==> config.mk <==
export PLATFORM = sky130hd
export DESIGN_NAME = uart_tx_framer
export DESIGN_NICKNAME = d
export VERILOG_FILES = /design/src/rtl/uart_tx_pkg.sv /design/src/rtl/uart_tx_hold.sv /design/src/rtl/uart_tx_seq.sv /design/src/rtl/uart_tx_framer.sv
export SDC_FILE = /design/constraint.sdc
export NUM_CORES = 1
export LEC_CHECK = 0
export ABC_AREA = 1
export BUFFER_PORTS_ARGS = -buffer_cell sky130_fd_sc_hd__buf_4
export CAP_MARGIN = 20
export CORE_UTILIZATION = 62
export CTS_CLUSTER_SIZE = 40
export DETAILED_ROUTE_END_ITERATION = 8
export MAX_ROUTING_LAYER = met4
export PLACE_DENSITY_LB_ADDON = 0.12
export SYNTH_ARGS = -nofsm -noshare
export SYNTH_HDL_FRONTEND = slang
export SYNTH_HIERARCHICAL = 1
export SYNTH_SLANG_ARGS = --single-unit
==> constraint.sdc <==
create_clock -name clk -period 3.44 [get_ports clk]
set_input_delay 0 -clock clk [delete_from_list [all_inputs] [get_ports clk]]
set_output_delay 0 -clock clk [all_outputs]
set_load 0.01 [all_outputs]
==> src/rtl/uart_tx_pkg.sv <==
package uart_tx_pkg;

  typedef enum logic [1:0] {
    PAR_ODD  = 2'd0,
    PAR_EVEN = 2'd1,
    PAR_ONE  = 2'd2,
    PAR_ZERO = 2'd3
  } par_mode_e;

  typedef struct packed {
    logic [1:0] wlen;      // word length minus five
    logic       two_stop;
    logic       par_en;
    par_mode_e  par_mode;
  } frame_cfg_t;

  typedef enum logic [2:0] {
    SQ_IDLE, SQ_START, SQ_DATA, SQ_PAR, SQ_STOP
  } seq_state_e;

  // Parity bit over the low (5 + wlen) bits of a data word.
  function automatic logic calc_parity(input logic [7:0] d, input frame_cfg_t c);
    logic [7:0] mask;
    logic       ones;
    mask = 8'hFF >> (3 - c.wlen);
    ones = ^(d & mask);
    case (c.par_mode)
      PAR_ODD:  calc_parity = ~ones;
      PAR_EVEN: calc_parity = ones;
      PAR_ONE:  calc_parity = 1'b1;
      default:  calc_parity = 1'b0;
    endcase
  endfunction

endpackage

==> src/rtl/uart_tx_hold.sv <==
module uart_tx_hold #(
  parameter int DW = 8
) (
  input  logic          clk,
  input  logic          rst_n,
  input  logic          in_valid,
  input  logic [DW-1:0] in_data,
  input  logic          take,
  output logic          in_ready,
  output logic          full,
  output logic [DW-1:0] data
);
  always_ff @(posedge clk or negedge rst_n) begin
    if (!rst_n) begin
      full <= 1'b0;
      data <= '0;
    end else if (take) begin
      full <= 1'b0;
    end else if (in_valid && !full) begin
      full <= 1'b1;
      data <= in_data;
    end
  end

  assign in_ready = !full;
endmodule

==> src/rtl/uart_tx_seq.sv <==
module uart_tx_seq
  import uart_tx_pkg::*;
#(
  parameter int DW = 8,
  parameter int OS = 16
) (
  input  logic          clk,
  input  logic          rst_n,
  input  logic          tick,
  input  logic          hold_full,
  input  logic [DW-1:0] hold_data,
  input  frame_cfg_t    cfg,
  output logic          take,
  output logic          line,
  output logic          busy
);
  localparam int CW    = $clog2(2 * OS);
  localparam int BW    = $clog2(DW);
  localparam int STOP1 = OS;
  localparam int STOP2 = 2 * OS;
  localparam int STOPH = OS + OS / 2;

  seq_state_e    st;
  logic [CW-1:0] cnt;
  logic [BW-1:0] bitn;
  logic [DW-1:0] shreg;
  frame_cfg_t    cfg_q;
  logic          par_q;
  logic [CW:0]   seg_len;
  logic [BW-1:0] last_bit;
  logic          seg_last;

  always_comb begin
    if (st != SQ_STOP)            seg_len = (CW+1)'(STOP1);
    else if (!cfg_q.two_stop)     seg_len = (CW+1)'(STOP1);
    else if (cfg_q.wlen == 2'd0)  seg_len = (CW+1)'(STOPH);
    else                          seg_len = (CW+1)'(STOP2);
  end

  assign last_bit = BW'(4 + cfg_q.wlen);
  assign seg_last = tick && ({1'b0, cnt} == seg_len - 1'b1);
  assign take     = hold_full && ((st == SQ_IDLE) || (st == SQ_STOP && seg_last));
  assign busy     = (st != SQ_IDLE);

  always_ff @(posedge clk or negedge rst_n) begin
    if (!rst_n) begin
      st    <= SQ_IDLE;
      cnt   <= '0;
      bitn  <= '0;
      shreg <= '0;
      cfg_q <= '0;
      par_q <= 1'b0;
      line  <= 1'b1;
    end else if (take) begin
      st    <= SQ_START;
      cnt   <= '0;
      bitn  <= '0;
      shreg <= hold_data;
      cfg_q <= cfg;
      par_q <= calc_parity(hold_data, cfg);
      line  <= 1'b0;
    end else if (st != SQ_IDLE && tick) begin
      if (!seg_last) begin
        cnt <= cnt + 1'b1;
      end else begin
        cnt <= '0;
        case (st)
          SQ_START: begin
            st   <= SQ_DATA;
            line <= shreg[0];
          end
          SQ_DATA: begin
            if (bitn == last_bit) begin
              st   <= cfg_q.par_en ? SQ_PAR : SQ_STOP;
              line <= cfg_q.par_en ? par_q : 1'b1;
            end else begin
              bitn  <= bitn + 1'b1;
              shreg <= shreg >> 1;
              line  <= shreg[1];
            end
          end
          SQ_PAR: begin
            st   <= SQ_STOP;
            line <= 1'b1;
          end
          default: begin
            st   <= SQ_IDLE;
            line <= 1'b1;
          end
        endcase
      end
    end
  end
endmodule

==> src/rtl/uart_tx_framer.sv <==
module uart_tx_framer
  import uart_tx_pkg::*;
#(
  parameter int DW = 8,
  parameter int OS = 16
) (
  input  logic          clk,
  input  logic          rst_n,
  input  logic          baud_tick,
  input  logic [6:0]    line_ctl,
  input  logic          in_valid,
  input  logic [DW-1:0] in_data,
  output logic          in_ready,
  output logic          txd,
  output logic          hold_empty,
  output logic          tx_idle
);
  frame_cfg_t    cfg;
  logic          take;
  logic          full;
  logic [DW-1:0] hdata;
  logic          line;
  logic          busy;

  assign cfg.wlen     = line_ctl[1:0];
  assign cfg.two_stop = line_ctl[2];
  assign cfg.par_en   = line_ctl[3];
  assign cfg.par_mode = par_mode_e'(line_ctl[5:4]);

  uart_tx_hold #(.DW(DW)) u_hold (
    .clk(clk), .rst_n(rst_n), .in_valid(in_valid), .in_data(in_data),
    .take(take), .in_ready(in_ready), .full(full), .data(hdata)
  );

  uart_tx_seq #(.DW(DW), .OS(OS)) u_seq (
    .clk(clk), .rst_n(rst_n), .tick(baud_tick), .hold_full(full),
    .hold_data(hdata), .cfg(cfg), .take(take), .line(line), .busy(busy)
  );

  assign txd        = line & ~line_ctl[6];
  assign hold_empty = !full;
  assign tx_idle    = !full && !busy;
endmodule

==> impl_metrics.toml <==
[outcome]
outcome = "completed"

[final_layout]
multi_input_area_um2 = 952
areaGrowthSynthToFinish_pct = 22.7
n_antenna_cell = 0
drive_gt1_share_pct = 16.6
fin_nets = 330
seq_area_um2 = 852
nFillCells = 206
design_area_um2 = 2410

[global_routing]
grt_max_degree = 35
grtUsageTotal_pct = 32.7
overflow = 0
grt_pass1_wl_um = 8010
first_global_vias = 1788
antenna_found_initial = 0

[floorplan]
initial_utilization_pct = 65.0
core_area_um2 = 3030
pin_count = 23
die_width_um = 58.3
die_area_um2 = 3400
rows = 20
die_h_um = 58.3

[sta]
worst_slew_pin_slew_ns = 0.468
setup_viol = 0
slew_headroom_pct = 68.7
hold_viol = 0
fin_crit_sh_pct = 73.8
fin_skew_ns = 0.00929
rsz0062_at_grt = "false"
fmax_mhz = 394
finalSetupTns_ns = 0
fin_crit_ns = 2.54
drv_slew = 0

[yosys]
synth_edf_count = 0
ys_ff_latch = 34
synth_async_sr_flop_share_pct = 100
ys_warn_count = 6
syn_avg_cell_area_um2 = 7.48
synthFlopType = "dfrtp_1"
synth_area_um2 = 1970
ys_seq_area_share_pct = 43.3
syn_nets = 284
synth.distinct_cells = 29
synthCells = 263

[clocking]
postCtsResizedCells = 0
htree_levels = 2
numCtsBuffers = 5
worstSkewPairLatency_ns = 0.34
ctsRootBufferMaster = "clkbuf_4"
cts_tree = "yes"
clock_sinks = 34
clockBufferDepth = 2
clk_pin_slew_ns = 0.11

[place]
place_area_um2 = 2130
finalWeightedCongestion = 0.845
port_buffers = 22
dp.final_hpwl_um = 2810

[worst_setup_path]
cp_slowest_cell = "dlygate4sd3_1"
slowest_delay_ns = 0.57
critPathKind = "reg -> reg"
path_cells = "inv_2 > nand2_2 > nor2_4 > nand2_1 > nand2_1 > nand2_1 > nor2_1 > nor2_1 > nor2_2 > nor2_4 > nand3_1 > dlygate4sd3_1 > nand2_1"
worst-path-max-fanout = 9
cp-start-kind = "register"
crit_required_ns = 3.68
worstPathArrival_ns = 2.78
crit_top_cell = "nand2_1"
critPathCaptureType = "register"

[detailed_routing]
topRoutingLayerUsed = "met4"
initialDrtViolationCount = 110
wl_met1_um = 2130
drc = 0
dr_total_vias = 1899
wire_per_inst_um = 13.9
viasPerCell = 5.39
drt-total-wl_um = 4890
met3_length_um = 225
firstDrtPassIters = 4
route.met2.wl_um = 2390
ant_nets = 0

[power]
power_leakage_uw = 0.00128
peakVddDrop_mv = 0.524
power.density_nw_per_um2 = 825

[hold_path]
hold_path_class = "in -> reg"

[job]
cap_violations = 0
## layout make-up
type,instances,share of cell area [%]
clock buffers,6,2.12
inverters,29,4.51
well taps,44,2.28
repair buffers,45,16.4
multi-input cells,194,39.4
flip-flops and latches,34,35.3
## stage by stage
stage	setup slack [ns]	instances	util [%]	hold WS [ns]	power [uW]
global placement	1.49	323	70.5	-0.0285	1640
global route	0.757	352	79.8	0.100	2140
CTS	0.996	352	79.8	0.00619	1940
floorplan	1.77	263	-	-0.296	1490
finish	0.903	352	79.8	0.0245	1990
detailed placement	1.39	323	70.5	-0.0251	1680
## cells in the mapped netlist (all sizes together) (2+ instances only)
master | instances | share of area, %
nand2 | 100 | 20
nand3 | 43 | 12
dfrtp | 33 | 42
inv | 27 | 5.1
nor2 | 23 | 5.9
o21ai | 10 | 2.5
buf | 6 | 2.8
xor2 | 4 | 1.8
clkinv | 2 | 0.38
ha | 2 | 1.3
nand4 | 2 | 0.64
nor3 | 2 | 0.51
o21bai | 2 | 1.3
xnor2 | 2 | 0.89
## repair_timing
| action | in CTS | in global routing |
|---|---|---|
| hold buffers | 23 | 0 |
| hold endpoints to repair | 48 | 0 |
| buffers inserted | 0 | 0 |
| endpoints found under the setup margin | 0 | 0 |
## power breakdown
part	switching, uW	total [uW]	internal [uW]
logic	689	1060	376
clock network	132	224	92.1
registers	149	704	555
## critical path: cells and delay by family, from the launching register on
family	cells	cell delay (ns)
simple gates	11	1.27
buf+inv	2	0.66
flops	1	0.50
## flip-flops by register name (all words and copies together) (netlist names)
name / count
u_hold/data: 8
u_hold/full: 1
u_seq/bitn: 3
u_seq/cfg_q: 4
u_seq/cnt: 5
u_seq/line: 1
u_seq/par_q: 1
u_seq/shreg: 8
u_seq/st: 3
## kinds of logic after synthesis
family                   synth area share [%]
buffers and inverters                    8.33
AND/OR/NAND/NOR                          39.9
AO/OA/AOI/OAI                            4.51
adder cells (fa/ha/maj)                  1.27
XOR/XNOR                                 2.67
flip-flops                               43.3
## per-layer routing
layer | vias to the layer above | GRT usage [%]
li1 | 927 | -
met1 | 884 | 40.4
met2 | 71 | 52.2
met3 | 17 | 6.81
met4 | 0 | 14.6
met5 | - | -
## cells in the final DEF (no fill, tap or decap)
cell / synthesis / layout
a31oi_1: 1 / 1
and3_1: 1 / 1
buf_4: 0 / 22
clkbuf_4: 0 / 5
clkbuf_8: 0 / 1
clkinv_1: 2 / 2
dfrtp_1: 33 / 33
dfstp_2: 1 / 1
dlygate4sd3_1: 0 / 23
ha_1: 2 / 2
inv_1: 20 / 20
inv_2: 7 / 7
nand2_1: 94 / 94
nand2_2: 4 / 4
nand2_4: 2 / 2
nand3_1: 41 / 41
nand3_2: 1 / 1
nand3_4: 1 / 1
nand3b_1: 1 / 1
nand4_1: 2 / 2
nor2_1: 17 / 17
nor2_2: 3 / 3
nor2_4: 3 / 3
nor3_1: 2 / 2
o21ai_0: 2 / 2
o21ai_1: 8 / 8
o21bai_1: 1 / 1
o21bai_4: 1 / 1
o22ai_1: 1 / 1
xnor2_1: 2 / 2
xor2_1: 4 / 4
## final timing paths
path / start / to / slack, ns / cells after the start
worst min register to register: u_seq/line / u_seq/line / 0.48 / 2
max in group asynchronous: rst_n / u_seq/line / 2.96 / 2
worst min-delay path: baud_tick / u_seq/cnt[1] / 0.02 / 4
min in group asynchronous: rst_n / u_hold/data[6] / 0.14 / 2
worst max-delay path: u_seq/st[0] / u_hold/data[1] / 0.90 / 13
worst max register to register: u_seq/st[0] / u_hold/data[1] / 0.90 / 13
Power figures use the tool's default switching activity.
